[config.mk]
export PLATFORM = sky130hd
export DESIGN_NAME = fpx_unpack
export DESIGN_NICKNAME = d
export VERILOG_FILES = /design/src/rtl/fpx_pkg.sv /design/src/rtl/fpx_fmt_decode.sv /design/src/rtl/fpx_fmt_select.sv /design/src/rtl/fpx_stage.sv /design/src/rtl/fpx_unpack.sv
export SDC_FILE = /design/constraint.sdc
export NUM_CORES = 1
export LEC_CHECK = 0
export BUFFER_PORTS_ARGS = -buffer_cell sky130_fd_sc_hd__clkbuf_2
export CORE_AREA = 10 10 92 94
export CTS_CLUSTER_SIZE = 10
export DETAILED_ROUTE_END_ITERATION = 7
export DIE_AREA = 0 0 102 104
export PLACE_DENSITY = 0.78
export SYNTH_ARGS = -nofsm -noshare
export SYNTH_HDL_FRONTEND = slang
export SYNTH_SLANG_ARGS = --single-unit
[constraint.sdc]
create_clock -name clk -period 2.1 [get_ports clk]
set_input_delay 0.42 -clock clk [delete_from_list [all_inputs] [get_ports clk]]
set_output_delay 0.42 -clock clk [all_outputs]
set_load 0.01 [all_outputs]
[src/rtl/fpx_pkg.sv]
package fpx_pkg;

    localparam int EXT_EXP_W = 15;
    localparam int MANT_W    = 64;
    localparam int EXT_BIAS  = 16383;
    localparam int NUM_FMT   = 2;
    localparam int WORD_W    = 64;

    localparam logic [EXT_EXP_W-1:0] EXP_SPECIAL = '1;

    typedef enum logic {
        FMT_SINGLE = 1'b0,
        FMT_DOUBLE = 1'b1
    } fmt_e;

    typedef struct packed {
        logic                 sign;
        logic [EXT_EXP_W-1:0] exp;
        logic [MANT_W-1:0]    mant;
        logic                 zero;
        logic                 special;
        logic                 denorm;
    } xval_t;

    function automatic int src_exp_w(input int f);
        return (f == 0) ? 8 : 11;
    endfunction

    function automatic int src_frac_w(input int f);
        return (f == 0) ? 23 : 52;
    endfunction

    function automatic int src_bias(input int f);
        return (f == 0) ? 127 : 1023;
    endfunction

endpackage

[src/rtl/fpx_fmt_decode.sv]
module fpx_fmt_decode
    import fpx_pkg::*;
#(
    parameter int EXP_W    = 8,
    parameter int FRAC_W   = 23,
    parameter int SRC_BIAS = 127,
    localparam int SRC_W   = 1 + EXP_W + FRAC_W
) (
    input  logic [SRC_W-1:0] src,
    output xval_t            xv
);

    localparam logic [EXT_EXP_W-1:0] REBIAS = EXT_EXP_W'(EXT_BIAS - SRC_BIAS);

    logic [EXP_W-1:0]  exp_f;
    logic [FRAC_W-1:0] frac_f;
    logic              exp_ones;
    logic              exp_zero;
    logic              frac_nz;

    assign exp_f    = src[SRC_W-2 -: EXP_W];
    assign frac_f   = src[FRAC_W-1:0];
    assign exp_ones = &exp_f;
    assign exp_zero = ~|exp_f;
    assign frac_nz  = |frac_f;

    always_comb begin
        xv      = '0;
        xv.sign = src[SRC_W-1];
        if (exp_zero && !frac_nz) begin
            // signed zero: no hidden bit, no rebias
            xv.zero = 1'b1;
        end else begin
            xv.mant[MANT_W-1]            = !exp_zero;
            xv.mant[MANT_W-2 -: FRAC_W]  = frac_f;
            if (exp_ones) begin
                xv.exp     = EXP_SPECIAL;
                xv.special = 1'b1;
            end else begin
                xv.exp    = EXT_EXP_W'(exp_f) + REBIAS;
                xv.denorm = exp_zero;
            end
        end
    end

endmodule

[src/rtl/fpx_fmt_select.sv]
module fpx_fmt_select
    import fpx_pkg::*;
(
    input  xval_t cand [NUM_FMT],
    input  logic  fmt,
    output xval_t sel
);

    always_comb begin
        sel = cand[0];
        for (int i = 1; i < NUM_FMT; i++) begin
            if (int'(fmt) == i) sel = cand[i];
        end
    end

endmodule

[src/rtl/fpx_stage.sv]
module fpx_stage
    import fpx_pkg::*;
(
    input  logic  clk,
    input  logic  rst,
    input  logic  ld,
    input  xval_t d,
    output xval_t q,
    output logic  q_valid
);

    always_ff @(posedge clk) begin
        if (rst) begin
            q       <= '0;
            q_valid <= 1'b0;
        end else begin
            q_valid <= ld;
            if (ld) q <= d;
        end
    end

endmodule

[src/rtl/fpx_unpack.sv]
module fpx_unpack
    import fpx_pkg::*;
(
    input  logic                 clk,
    input  logic                 rst,
    input  logic                 in_valid,
    input  logic                 in_fmt,
    input  logic [WORD_W-1:0]    in_word,
    output logic                 out_valid,
    output logic                 out_sign,
    output logic [EXT_EXP_W-1:0] out_exp,
    output logic [MANT_W-1:0]    out_mant,
    output logic                 out_zero,
    output logic                 out_special,
    output logic                 out_denorm
);

    xval_t cand [NUM_FMT];
    xval_t picked;
    xval_t held;

    for (genvar g = 0; g < NUM_FMT; g++) begin : g_fmt
        localparam int EW = src_exp_w(g);
        localparam int FW = src_frac_w(g);
        localparam int SW = 1 + EW + FW;
        fpx_fmt_decode #(
            .EXP_W   (EW),
            .FRAC_W  (FW),
            .SRC_BIAS(src_bias(g))
        ) u_dec (
            .src(in_word[SW-1:0]),
            .xv (cand[g])
        );
    end

    fpx_fmt_select u_sel (
        .cand(cand),
        .fmt (in_fmt),
        .sel (picked)
    );

    fpx_stage u_stage (
        .clk    (clk),
        .rst    (rst),
        .ld     (in_valid),
        .d      (picked),
        .q      (held),
        .q_valid(out_valid)
    );

    assign out_sign    = held.sign;
    assign out_exp     = held.exp;
    assign out_mant    = held.mant;
    assign out_zero    = held.zero;
    assign out_special = held.special;
    assign out_denorm  = held.denorm;

endmodule

* After elaboration in Yosys (flattened, before gate mapping)
Cells that the tools add are included.
Widths: inputs -> output; s select.
** Storage, ports and cells
- Bits of input ports :: 68
- Register bits :: 84
- Logic and storage cells :: 34
** Cells by class
- Mux-type cells :: 13
- Add/subtract/negate cells :: 2
- Reductions and logical operators :: 12
** Operators with widths (number)
- $mux 83 :: 1
- $mux 68 :: 1
- $reduce_or 52->1 :: 1
- $mux 39 :: 1
- $mux 15 :: 2
- $reduce_or 23->1 :: 1
- $add 11x14->15 const B :: 1
- $add 8x14->15 const B :: 1
- $reduce_and 11->1 :: 1
- $reduce_or 11->1 :: 1
- $reduce_and 8->1 :: 1
- $reduce_or 8->1 :: 1
- $mux 1 :: 6
- $logic_not 1->1 :: 4
- $mux 2 :: 2
- $logic_and 1x1->1 :: 2

* Longest topological paths before layout
- Word-level depth :: 5
- Gate-level depth with buffers :: 6
- Depth with buffers taken out :: 5

* Hierarchy
A second synthesis with hierarchy kept.
** Unflattened totals
- Cell total of the unflattened synthesis :: 571
- Area total of the unflattened synthesis :: 5566.6 sq um
** By module, submodules not included
- fpx_stage :: area each 3027.9 sq um, sequential area each 1681.6 sq um, times used 1, cells an instance 270
- fpx_fmt_select :: area each 1353.8 sq um, sequential area each 0.0 sq um, times used 1, cells an instance 92
- fpx_fmt_decode at g_fmt[0].u_dec :: area each 621.8 sq um, sequential area each 0.0 sq um, times used 1, cells an instance 99
- fpx_fmt_decode at g_fmt[1].u_dec :: area each 563.0 sq um, sequential area each 0.0 sq um, times used 1, cells an instance 110

* Worst setup path before layout
Ideal clock, no wire load.
- Kind :: input port to flip-flop
- Start point :: input in_word[2]
- End point :: register u_stage.q[43] (netlist name)
- Arrival :: 1.484 ns
- Stages :: 6
- Library setup time :: 0.137 ns
- Slack :: 0.478 ns
- Cells stage by stage :: nor4_1 -> nand4_1 -> o21a_4 -> buf_6 -> a22oi_1 -> a211oi_1
** Between the ends
- Cells in the longest elaborated chain, start to end :: 5
- Elaborated cells on any way between the ends :: 9
- Those cells by class :: mux (3); reduce/logical (6)
** RTL lines
- from (decl) :: line fpx_unpack.sv:8 : input logic [WORD_W-1:0] in_word,
- $reduce_or 52->1 / $reduce_or 23->1 (equally long branches) :: line fpx_fmt_decode.sv:25 : assign frac_nz = |frac_f;
- $logic_not 1->1 :: line fpx_fmt_decode.sv:30 : if (exp_zero && !frac_nz) begin
- $logic_and 1x1->1 :: line fpx_fmt_decode.sv:30
- $mux 68 / $mux 39 (equally long branches) :: line fpx_fmt_decode.sv:30
- $mux 83 (*) :: line fpx_fmt_select.sv:12 : if (int'(fmt) == i) sel = cand[i];
- to (signal assigned) :: line fpx_stage.sv:14 : q <= '0;
- to (signal assigned) :: line fpx_stage.sv:18 : if (ld) q <= d;
- to (decl) :: line fpx_stage.sv:8 : output xval_t q,
Mark *: on every way between the ends. The rest lies on a longest branch, timed or not.
A chain may end at the register's enable or synchronous reset.

* Worst setup path in the final report
- Start point :: input in_word[1]
- End point :: register u_stage.q[75] (netlist name)
The elaborated chain is that of the path after synthesis.

==> flow_summary.ini <==
[run_status]
status = completed

[synthesis]
ys_types = 32
synth_cells = 301
yosysWarnings = 0
async_flop_share_pct = 0
synth_seq_area_share_pct = 48.2
synth_edf_count = 0
syn_avg_cell_area_um2 = 9.66
netlist_area_um2 = 2910
yosys_register_bits = 70
synth-main-ff-cell = dfxtp_1

[power_and_ir_drop]
total_power_mw = 2.77
vdd_drop_max_v = 0.000331
p_per_area_nw_per_um2 = 734
power.leakage_nw = 1.75

[floorplan]
fp.dieW_um = 102
rows = 30
fp.dieArea_um2 = 10600
dieHeight_um = 104
start_util_pct = 43.5
io_pins = 152
core-area_um2 = 6680

[timing]
hold_viol = 0
final.setup.tns_ns = 0
rsz0062_at_grt = no
period_needed_ns = 1.70
skew_ns = 0
setup_viol = 0
worst_slew_pin_slew_ns = 1.18
slew_headroom_pct = 21.1
slew_viol_final = 0
fin_crit_sh_pct = 81.2
fmax_ghz = 0.587

[worst_setup_path]
end_kind = register
worstPathRequired_ns = 2.31
worstSetupPathType = primary input to register
critPathLaunchType = primary input
path_max_fanout = 24
rr_worst_depth = 2
crit-reg2reg-launch = u_stage.q[80]$_SDFFE_PP0P_
worstPathArrival_ns = 1.91
rr_endpoint = u_stage.q[80]$_SDFFE_PP0P_
rrSetupSlack_ns = 1.35

[clock_network]
cts_tree = yes
hold_buffers = 0
ctsResizeCount = 0
clockRootBuffer = clkbuf_8
clkSlewWorstSetupHoldPaths_ns = 0.07
clk_latency_ns = 0.33
cts_sinks = 70
cts_setup_buffers = 0
clock_path_buffers = 2
numCtsBuffers = 9
htree_levels = 3

[drt]
viasPerCell = 5.53
wl_met1_mm = 4.03
vias = 2870
dr_wl_met3_mm = 1.06
wl_per_cell_um = 19.2
routed_wl_mm = 9.94
top_layer = met4
met2WireLength_mm = 4.60
dr.pass1.iters = 5
ant_nets = 0
drtIter0Drc = 141
drc = 0

[finish]
final_common_cell = clkbuf_2
syn2layout_area_growth_pct = 29.8
layout_common_cells = 140 x clkbuf_2, 70 x dfxtp_1, 42 x nor2_1
n_antenna_cell = 0
drive_gt1_share_pct = 39.2
fill_cells = 637
num-nets-final = 505

[global_routing]
track_usage_pct = 18.1
grt_start_max_net_pins = 43
grt_pass1_vias = 2967
antenna_found_initial = 0
overflow = 0
grt_first_pass_wirelength_mm = 15.5

[min_path]
min_path_type = primary input to register
hp-start = in_word[14]
hold_end = u_stage.q[28]$_SDFFE_PP0P_
hold_depth = 2

[placed_design]
place.port_buffers = 140
detailed_place_hpwl_mm = 7.83
place.gp.congestion = 0.896

[flow_run]
maxCapViolCount = 0
-- worst max-delay path by stage --
stage / from / endpoint / slack (ns) / depth (start not counted)
2_1_floorplan: in_word[2] / u_stage.q[43]$_SDFFE_PP0P_ / 0.48 / 6
3_3_place_gp: in_word[1] / u_stage.q[75]$_SDFFE_PP0P_ / 0.05 / 6
3_5_place_dp: in_word[1] / u_stage.q[75]$_SDFFE_PP0P_ / 0.02 / 6
4_1_cts: in_word[1] / u_stage.q[75]$_SDFFE_PP0P_ / 0.34 / 6
5_1_grt: in_word[23] / u_stage.q[75]$_SDFFE_PP0P_ / 0.18 / 6
6_report: in_word[1] / u_stage.q[75]$_SDFFE_PP0P_ / 0.40 / 6
-- cells by family after synthesis --
group / after synthesis / share of synthesized area, %
flops: 70 / 48.2
buf+inv: 39 / 7.53
other cells: 1 / 0.129
mux: 9 / 3.10
compound gates: 101 / 28.2
simple gates: 81 / 12.8
-- worst max-delay path, stage by stage --
cell and delay [ns]:
clkbuf_2 0.11, nor4_1 0.39, nand4_1 0.24, o21a_4 0.38, a21boi_2 0.25, a211oi_1 0.12
-- where the power goes --
| part | switching [mW] | leakage [nW] | total, mW | internal, mW |
|---|---|---|---|---|
| Sequential | 0.0398 | 0.577 | 1.44 | 1.40 |
| Clock | 0.457 | 0.0776 | 0.860 | 0.403 |
| Combinational | 0.274 | 1.10 | 0.467 | 0.193 |
-- stage by stage --
stage	area [um^2]	cells	hold slack, ns	worst slack [ns]	util, %
after floorplan	2950	311	0.490	0.478	-
after global routing	3770	519	0.340	0.179	56.5
after global placement	3630	506	0.452	0.0451	54.3
after detailed placement	3630	506	0.457	0.0188	54.3
after CTS	3770	519	0.323	0.338	56.5
final	3770	519	0.333	0.396	56.5
-- state kept, by name, indices dropped and copies added, names as in the netlist --
register / count
u_stage.q_valid: 1
u_stage.q: 69
-- per-layer routing --
metal	vias up	GRT usage, %
met2	149	28.5
met3	18	5.58
met5	-	0
li1	1390	-
met4	0	9.38
met1	1313	21.4
-- cell type report --
type                    instances  area [um^2]  area share (%)
repair buffers                153          798            21.2
clock buffers                  10          128            3.38
clock inverters                 3         15.0           0.398
well taps                      80          100            2.65
multi-input cells             202         1330            35.2
flip-flops and latches         70         1400            37.1
inverters                       1         3.75          0.0995
-- cells in the mapped netlist, drive strengths merged, types with 2 or more instances --
master	count	area, um^2
buf	21	151
nand4	6	37.5
o21ai	3	15.0
nand2	7	26.3
a22o	30	263
nand3	3	15.0
a211oi	37	283
and2	2	12.5
a22oi	23	188
nor3	4	20.0
nor2	43	161
o211ai	2	15.0
dfxtp	70	1400
nor4	13	81.3
mux2i	9	90.1
clkbuf	17	63.8
No activity file was read; power rests on OpenSTA's default activity.
